## src/rtl/chop_pkg.sv

```systemverilog
package chop_pkg;
  localparam int unsigned CNT_W_DEF  = 8;
  localparam int unsigned SYNC_DEF   = 2;

  typedef enum logic [1:0] {
    LAT_KEEP = 2'd0,
    LAT_SET  = 2'd1,
    LAT_CLR  = 2'd2
  } lat_op_e;
endpackage

```

## src/rtl/chop_saw.sv

```systemverilog
module chop_saw #(
  parameter int unsigned CNT_W = 8
) (
  input  logic             clk,
  input  logic             rst_n,
  input  logic             hold,
  input  logic [CNT_W-1:0] top_cnt,
  output logic [CNT_W-1:0] cnt,
  output logic             wrap
);
  logic [CNT_W-1:0] cnt_q, cnt_d;
  logic             at_top;

  always_comb begin
    at_top = (cnt_q >= top_cnt);
    wrap   = !hold && at_top;
    if (hold)        cnt_d = top_cnt;
    else if (at_top) cnt_d = '0;
    else             cnt_d = cnt_q + 1'b1;
  end

  always_ff @(posedge clk or negedge rst_n) begin
    if (!rst_n) cnt_q <= '0;
    else        cnt_q <= cnt_d;
  end

  assign cnt = cnt_q;

  AST_WRAP_TO_ZERO: assert property (@(posedge clk) disable iff (!rst_n)
    wrap |=> (cnt == '0));
  AST_HOLD_NO_WRAP: assert property (@(posedge clk) disable iff (!rst_n)
    hold |-> !wrap);
endmodule

```

## src/rtl/chop_en_sync.sv

```systemverilog
module chop_en_sync #(
  parameter int unsigned STAGES = 2
) (
  input  logic clk,
  input  logic rst_n,
  input  logic en_raw,
  output logic en_s,
  output logic en_rise
);
  localparam int unsigned LAST = STAGES - 1;

  logic [STAGES:0] sh_q, sh_d;

  always_comb begin
    sh_d    = {sh_q[LAST:0], en_raw};
    en_s    = sh_q[LAST];
    en_rise = sh_q[LAST] & ~sh_q[STAGES];
  end

  always_ff @(posedge clk or negedge rst_n) begin
    if (!rst_n) sh_q <= '0;
    else        sh_q <= sh_d;
  end

  AST_RISE_SINGLE: assert property (@(posedge clk) disable iff (!rst_n)
    en_rise |=> !en_rise);
endmodule

```

## src/rtl/chop_oc_latch.sv

```systemverilog
module chop_oc_latch
  import chop_pkg::*;
(
  input  logic clk,
  input  logic rst_n,
  input  logic fault,
  input  logic brake,
  input  logic clr_evt,
  output logic lat_q,
  output logic lat_d
);
  lat_op_e op;
  logic    q;

  always_comb begin
    if (fault && !brake)        op = LAT_SET;
    else if (clr_evt && !fault) op = LAT_CLR;
    else                        op = LAT_KEEP;
    case (op)
      LAT_SET: lat_d = 1'b1;
      LAT_CLR: lat_d = 1'b0;
      default: lat_d = q;
    endcase
  end

  always_ff @(posedge clk or negedge rst_n) begin
    if (!rst_n) q <= 1'b0;
    else        q <= lat_d;
  end

  assign lat_q = q;

  AST_FAULT_SETS: assert property (@(posedge clk) disable iff (!rst_n)
    (fault && !brake) |=> lat_q);
  AST_HOLD_NO_CLEAR: assert property (@(posedge clk) disable iff (!rst_n)
    (lat_q && !clr_evt) |=> lat_q);
  AST_FAULT_BLOCKS_CLEAR: assert property (@(posedge clk) disable iff (!rst_n)
    (lat_q && fault) |=> lat_q);
  AST_BRAKE_MASKS: assert property (@(posedge clk) disable iff (!rst_n)
    (brake && !lat_q && !clr_evt) |=> !lat_q);
endmodule

```

## src/rtl/chop_gate.sv

```systemverilog
module chop_gate
  import chop_pkg::*;
#(
  parameter int unsigned CNT_W  = CNT_W_DEF,
  parameter int unsigned STAGES = SYNC_DEF
) (
  input  logic             clk,
  input  logic             rst_n,
  input  logic [CNT_W-1:0] speed_set,
  input  logic [CNT_W-1:0] period_max,
  input  logic             oc_flag,
  input  logic             en_in,
  input  logic             brake,
  input  logic             osc_hold,
  output logic             drive_ok
);
  logic [1:0]       rs_q;
  logic             rst_sync_n;
  logic [CNT_W-1:0] cnt;
  logic             wrap, en_s, en_rise, clr_evt;
  logic             lat_q, lat_d, pwm_on, drive_d, drive_q;

  always_ff @(posedge clk or negedge rst_n) begin
    if (!rst_n) rs_q <= 2'b00;
    else        rs_q <= {rs_q[0], 1'b1};
  end
  assign rst_sync_n = rs_q[1];

  chop_saw #(.CNT_W(CNT_W)) saw_i (
    .clk(clk), .rst_n(rst_sync_n), .hold(osc_hold),
    .top_cnt(period_max), .cnt(cnt), .wrap(wrap)
  );

  chop_en_sync #(.STAGES(STAGES)) ens_i (
    .clk(clk), .rst_n(rst_sync_n), .en_raw(en_in),
    .en_s(en_s), .en_rise(en_rise)
  );

  always_comb begin
    clr_evt = en_rise | wrap;
    pwm_on  = (speed_set < cnt);
    drive_d = en_s & pwm_on & ~lat_d;
  end

  chop_oc_latch lat_i (
    .clk(clk), .rst_n(rst_sync_n), .fault(oc_flag), .brake(brake),
    .clr_evt(clr_evt), .lat_q(lat_q), .lat_d(lat_d)
  );

  always_ff @(posedge clk or negedge rst_sync_n) begin
    if (!rst_sync_n) drive_q <= 1'b0;
    else             drive_q <= drive_d;
  end

  assign drive_ok = drive_q;

  AST_FAULT_CUTS_DRIVE: assert property (@(posedge clk) disable iff (!rst_sync_n)
    (oc_flag && !brake) |=> !drive_ok);
  AST_DRIVE_NOT_LATCHED: assert property (@(posedge clk) disable iff (!rst_sync_n)
    drive_ok |-> !lat_q);
  AST_RESET_LOW: assert property (@(posedge clk)
    !rst_sync_n |-> !drive_ok);
endmodule

```

## config.mk

```make
export PLATFORM = sky130hd
export DESIGN_NAME = chop_gate
export DESIGN_NICKNAME = d
export VERILOG_FILES = /design/src/rtl/chop_pkg.sv /design/src/rtl/chop_saw.sv /design/src/rtl/chop_en_sync.sv /design/src/rtl/chop_oc_latch.sv /design/src/rtl/chop_gate.sv
export SDC_FILE = /design/constraint.sdc
export NUM_CORES = 1
export LEC_CHECK = 0
export BUFFER_PORTS_ARGS = -buffer_cell sky130_fd_sc_hd__buf_4
export CORE_MARGIN = 1.5
export CORE_UTILIZATION = 27
export CTS_CLUSTER_DIAMETER = 40
export DETAILED_ROUTE_END_ITERATION = 16
export SYNTH_ARGS = -nofsm -noshare
export SYNTH_HDL_FRONTEND = slang
export SYNTH_HIERARCHICAL = 1
export SYNTH_SLANG_ARGS = --single-unit
export TNS_END_PERCENT = 50
```

## constraint.sdc

```tcl
create_clock -name clk -period 0.8 [get_ports clk]
set_input_delay 0.12 -clock clk [delete_from_list [all_inputs] [get_ports clk]]
set_output_delay 0.12 -clock clk [all_outputs]
set_load 0.02 [all_outputs]
```

==> flow_summary_export.csv, run 1 <==
group,metric,value,unit
detailed_routing,avgViaCountPerCell,4.47,
logic_synthesis,synthTopCellsByArea,"dfrtp_1 (37%), ha_1 (20%), inv_1 (6.3%)",
detailed_routing,vias,862,
logic_synthesis,syn_inst,97,
placement,place.detailed.hpwl,1840,µm
hold_path,worstHoldEndpoint,"saw_i/cnt[0]$_DFF_PN0_",
clock_tree,path_clk_slew,60,ps
logic_synthesis,yosys.cell_types.count,31,
timing,clock.fmax,498,MHz
cells_and_area,fillCellCount,378,
critical_path,crit_fanout,2,
die,floorplan.initialDensity,28.0,%
critical_path,worstPathRequired,920,ps
placement,port_buffers,22,
detailed_routing,drtPass1Iterations,3,
timing,setup_ws,-1210,ps
detailed_routing,drc_errors,0,
power,total_leakage_power,0.746,nW
logic_synthesis,ys_seq_area_share,36.9,%
clock_tree,cts_tree,"yes",
cells_and_area,n_antenna_cell,0,
power,power,2.44,mW
critical_path,crit_family,"simple AND/OR/NAND/NOR gates",
hold_path,hold_class,"primary input to register",
power,p_int,1.72,mW
cells_and_area,fin_util,41.4,%
logic_synthesis,async_flop_share,100,%
power,seqPwrFrac,35.8,%
timing,period_share,251,%
logic_synthesis,synthTopCellsByCount,"inv_1 (17), ha_1 (16), dfrtp_1 (15)",
placement,gp_congestion,0.735,
cells_and_area,drive_gt1_share,43.4,%
power,p_clk_share,24.7,%
power,p_sw_share,29.8,%
logic_synthesis,synth.most_common_cell,"inv_1",
die,core_area,3630,µm²
outcome,outcome,"finished with violations",
logic_synthesis,ys_warn_count,6,
critical_path,worst-r2r-cell-count,9,
critical_path,cp.buffers_inverters,1,
critical_path,max_stage_delay,540,ps
logic_synthesis,synth_ff_type,"dfrtp_1",
timing,worst_hold_slack,95.3,ps
hold_path,hold_depth,3,
cells_and_area,finish.cell_count_without_fillers,193,
die,fp.dieW,64.3,µm
outcome,violations,"negative setup slack",
grt,antenna_found_initial,0,
critical_path,worst-setup-path-type,"register to register",
hold_path,hold_start,"period_max[0]",
timing,clock_skew,4.25,ps
detailed_routing,wl,2430,µm
timing,slew_headroom,64.9,%
die,row_count,22,
logic_synthesis,synth_top_cell_by_area,"dfrtp_1",
grt,grt_usage,12.4,%
power,pwr-share-comb,39.4,%
logic_synthesis,syn_nets,135,
die,die_area,4140,µm²
grt,grt_pass1_wl,3930,µm
cells_and_area,syn_to_final_growth,48.2,%
logic_synthesis,ys_ff_latch,15,
clock_tree,cts_buffer_depth,2,
critical_path,cp-start-kind,"register",
detailed_routing,wl_per_cell,12.6,µm
critical_path,rr_endpoint,"drive_ok$_DFF_PN0_",
power,pwr_density_cell,1620,nW/µm²
power,ir_worst_vdd,0.498,mV
clock_tree,clock-sinks,15,
detailed_routing,drt_iter0_drc,36,
timing,setup_tns,-11160,ps
clock_tree,numCtsBuffers,3,
critical_path,arrival,2130,ps
timing,worst-slew-pin-transition,526,ps
cells_and_area,nets,184,
die,ioPinCount,23,
critical_path,rrSetupSlack,-1210,ps
critical_path,r2r-start,"saw_i/cnt[2]$_DFF_PN0_",
timing,rsz0062_at_grt,"yes",
cells_and_area,regArea,375,µm²
grt,grt_pass1_vias,901,
clock_tree,cts_root_buf,"clkbuf_8",
logic_synthesis,syn_area_per_cell,10.5,µm²
clock_tree,clk_latency,240,ps
critical_path,cp-end-kind,"register",
power,switchingPower,0.728,mW
cells_and_area,multiInputGateArea,611,µm²
detailed_routing,ant_nets,0,
logic_synthesis,synth_edf_count,0,
flow_run,max-cap-violations,0,
logic_synthesis,synth.top_cell.area_share,36.9,%
timing,slew_violations,0,
critical_path,cpMaxStageDelayCell,"or4_4",
timing,setup_viol,11,
clock_tree,htree_levels,1,
placement,placed_cells,185,
timing,min_period,2010,ps
die,dieHeight,64.3,µm
timing,hold_viol_final,0,
grt,grt_max_degree,14,
critical_path,worstPathCellList,"ha_2, or4_4, a21oi_4, o31a_1, nor2_2, or2_4, inv_2, a22o_1, a2111oi_2",
logic_synthesis,synthesis.area,1020,µm²
grt,gr-total-overflow,0,
[cells by family (layout without fill, tap and decap cells)]
family,after synthesis,after routing,share of synthesized area (%)
compound gates,22,22,19.5
simple gates,19,19,11.7
buf+inv,18,66,6.65
fa+ha+maj,16,16,19.7
flops,15,15,36.9
xor+xnor,6,6,5.17
other cells,1,1,0.369
[power groups by stage]
stage	combinational [mW]	sequential [mW]	clock, mW
after floorplan	0.463	0.929	0
after global placement	0.837	0.885	0
after detailed placement	0.859	0.890	0
after CTS	0.919	0.876	0.635
after global routing	1.07	0.884	0.685
final	0.963	0.875	0.605
[repair_timing]
action / 4_1_cts / 5_1_grt
resized for setup: 4 / 5
setup buffers: 2 / 1
setup endpoints to repair: 11 / 11
pin swaps: 6 / 2
endpoints found under the hold margin: 3 / 0
hold buffers: 2 / 0
[layout make-up]
class	count	area share (%)
clock buffers	4	2.99
inverters	18	4.49
multi-input cells	64	40.6
flip-flops and latches	15	24.9
well taps	48	3.99
repair buffers	44	23.0
[routing by layer]
metal	up-vias	GRT usage, %	share of wire [%]
met5	-	0	0
met4	0	3.19	0.33
met3	2	3.70	4.8
met2	17	22.0	53
met1	405	14.4	42
li1	438	-	-
[worst register-to-register path, cell delays in order, from the launching register on]
cell	delay, ps
dfrtp_1	380
ha_2	170
or4_4	540
a21oi_4	130
o31a_1	160
nor2_2	40
or2_4	220
inv_2	40
a22o_1	150
a2111oi_2	50
[sequential cells by signal (all words and copies together) (netlist names)]
name and flops:
ens_i/sh_q 3, drive_ok 1, saw_i/cnt 8, rs_q 2
lat_i/lat_q 1
[placed cells by master (no fill, tap or decap), drive strengths merged, types with 2 or more instances in the layout]
cell type / n
nand3: 6
o22ai: 7
a21oi: 3
inv: 17
o21a: 2
clkbuf: 4
dfrtp: 15
and3: 2
buf: 42
xor2: 5
nand2: 2
dlygate4sd3: 2
ha: 16
nand2b: 3
[per-stage QoR]
step	setup WS (ps)	instance area, µm²
6_report	-1210	1510
5_1_grt	-1300	1510
4_1_cts	-1220	1480
3_5_place_dp	-1210	1380
3_3_place_gp	-1150	1380
2_1_floorplan	-1210	1020
[how the worst max path moves through the flow]
stage,endpoint,depth (start not counted),start
2_1_floorplan,drive_ok$_DFF_PN0_,9,saw_i/cnt[2]$_DFF_PN0_
3_3_place_gp,drive_ok$_DFF_PN0_,9,saw_i/cnt[3]$_DFF_PN0_
3_5_place_dp,drive_ok$_DFF_PN0_,9,saw_i/cnt[4]$_DFF_PN0_
4_1_cts,drive_ok$_DFF_PN0_,9,saw_i/cnt[4]$_DFF_PN0_
5_1_grt,drive_ok$_DFF_PN0_,9,saw_i/cnt[2]$_DFF_PN0_
6_report,drive_ok$_DFF_PN0_,9,saw_i/cnt[2]$_DFF_PN0_
No activity file was read; power rests on OpenSTA's default activity.
==> run 2: changes to the inputs <==
CORE_MARGIN = default   (was 1.5)
clock period = 2.2 ns   (was 0.8 ns; I/O delays follow)
==> run 2 against run 1 <==
  * The run now ends clean
  * First-iteration DRC count is 28% lower
  * Maximum frequency is 4.6% lower
  * Sequential power is 63% lower
  * Utilization is 2.6 points lower
  * Worst setup slack better by 1300 ps
  * Register-to-register slack better by 1300 ps
==> flow_summary_export.csv, run 2 (synthesis gave the netlist of run 1 again) <==
group,metric,value,unit
grt,antenna_found_initial,0,
placement,placed_cells,172,
cells_and_area,nets,170,
timing,setup_tns,0,ps
grt,grt_max_degree,14,
detailed_routing,wl_per_cell,11.9,µm
placement,port_buffers,22,
critical_path,crit_fanout,2,
timing,clock_skew,1.64,ps
flow_run,max-cap-violations,0,
power,pwr_density_cell,616,nW/µm²
timing,min_period,2110,ps
detailed_routing,drt_iter0_drc,26,
grt,grt_usage,11.7,%
die,ioPinCount,23,
timing,setup_ws,93.7,ps
cells_and_area,drive_gt1_share,32.1,%
critical_path,rrSetupSlack,90,ps
outcome,outcome,"completed",
clock_tree,cts_tree,"yes",
critical_path,worst-setup-path-type,"register to register",
cells_and_area,n_antenna_cell,0,
clock_tree,numCtsBuffers,3,
die,floorplan.initialDensity,29.3,%
timing,rsz0062_at_grt,"no",
critical_path,worstPathRequired,2330,ps
die,die_area,4010,µm²
grt,gr-total-overflow,0,
hold_path,worstHoldEndpoint,"ens_i/sh_q[0]$_DFF_PN0_",
clock_tree,path_clk_slew,60,ps
clock_tree,clock-sinks,15,
hold_path,hold_class,"primary input to register",
timing,slew_violations,0,
cells_and_area,largest_reg_flops,8,
timing,slew_headroom,64.2,%
placement,gp_congestion,0.761,
critical_path,cp-end-kind,"register",
die,fp.dieW,63.3,µm
die,core_area,3470,µm²
power,total_leakage_power,0.673,nW
hold_path,hold_start,"en_in",
detailed_routing,avgViaCountPerCell,4.50,
die,row_count,21,
timing,worst-slew-pin-transition,537,ps
cells_and_area,finish.cell_count_without_fillers,177,
die,dieHeight,63.3,µm
cells_and_area,syn_to_final_growth,32.6,%
timing,hold_viol_final,0,
critical_path,rr_endpoint,"drive_ok$_DFF_PN0_",
clock_tree,clk_latency,250,ps
detailed_routing,vias,797,
placement,place.detailed.hpwl,1750,µm
clock_tree,cts_buffer_depth,2,
cells_and_area,final_common_cell,"buf_4",
detailed_routing,ant_nets,0,
detailed_routing,drtPass1Iterations,3,
critical_path,r2r-start,"saw_i/cnt[2]$_DFF_PN0_",
power,ir_worst_vdd,0.250,mV
critical_path,arrival,2240,ps
timing,period_share,95.7,%
timing,setup_viol,0,
detailed_routing,wl,2110,µm
clock_tree,cts_root_buf,"clkbuf_8",
clock_tree,htree_levels,1,
detailed_routing,drc_errors,0,
critical_path,worst-r2r-cell-count,9,
placement,dp_slack,35.9,ps
clock_tree,ctsResizeCount,0,
critical_path,cp-start-kind,"register",
hold_path,hold_depth,1,
cells_and_area,final_cell_mix,"buf_4 (29), inv_1 (17), ha_1 (16)",
cells_and_area,fillCellCount,372,
grt,grt_pass1_vias,844,
timing,clock.fmax,475,MHz
grt,grt_pass1_wl,3640,µm
-- run 2: worst max path at each step --
stage	start	slack, ps	end	cells past startpoint
after detailed placement	period_max[4]	40	drive_ok$_DFF_PN0_	11
final	saw_i/cnt[2]$_DFF_PN0_	90	drive_ok$_DFF_PN0_	9
after CTS	saw_i/cnt[2]$_DFF_PN0_	100	drive_ok$_DFF_PN0_	9
after global placement	period_max[1]	70	drive_ok$_DFF_PN0_	11
after floorplan	saw_i/cnt[2]$_DFF_PN0_	90	drive_ok$_DFF_PN0_	9
after global routing	saw_i/cnt[2]$_DFF_PN0_	2	drive_ok$_DFF_PN0_	9
-- run 2: repair_timing --
action,CTS,global route
endpoints found under the hold margin,2,0
hold buffers,1,0
setup buffers,0,0
setup endpoints to repair,0,1
-- run 2: where the power goes --
| group | internal (mW) | switching (mW) |
|---|---|---|
| Sequential | 0.304 | 0.0227 |
| Clock | 0.125 | 0.0991 |
| Combinational | 0.147 | 0.132 |
| Total | 0.576 | 0.254 |
-- run 2: layout make-up --
| cell class | count | area (µm²) | area share [%] |
|---|---|---|---|
| clock inverters | 1 | 5.00 | 0.371 |
| flip-flops and latches | 15 | 375 | 27.9 |
| well taps | 46 | 57.6 | 4.27 |
| clock buffers | 3 | 41.3 | 3.06 |
| multi-input cells | 64 | 573 | 42.5 |
| repair buffers | 30 | 228 | 16.9 |
| inverters | 18 | 67.6 | 5.01 |
-- run 2: metal layers --
| metal | GRT usage (%) | vias up | part of all wire, % |
|---|---|---|---|
| met5 | 0 | - | 0 |
| met4 | 1.70 | 0 | 0 |
| met3 | 3.99 | 0 | 4.7 |
| met2 | 19.7 | 18 | 49 |
| met1 | 14.6 | 368 | 46 |
| li1 | - | 411 | - |
-- run 2: metrics by stage --
stage	util, %	instance area, µm²	power (mW)	hold WS, ps
finish	38.9	1350	0.830	190
global route	38.9	1350	0.894	182
CTS	38.9	1350	0.844	184
detailed placement	37.2	1290	0.613	115
global placement	37.2	1290	0.601	112
floorplan	-	1020	0.503	34.4
-- run 2: critical path: stages, from the launching register on --
cell and delay, ps:
dfrtp_1 380, ha_1 220, or4_4 530, a21oi_4 130, o31a_1 140, nor2_1 40, or2_2 280, inv_1 50
a22o_1 150, a2111oi_2 50
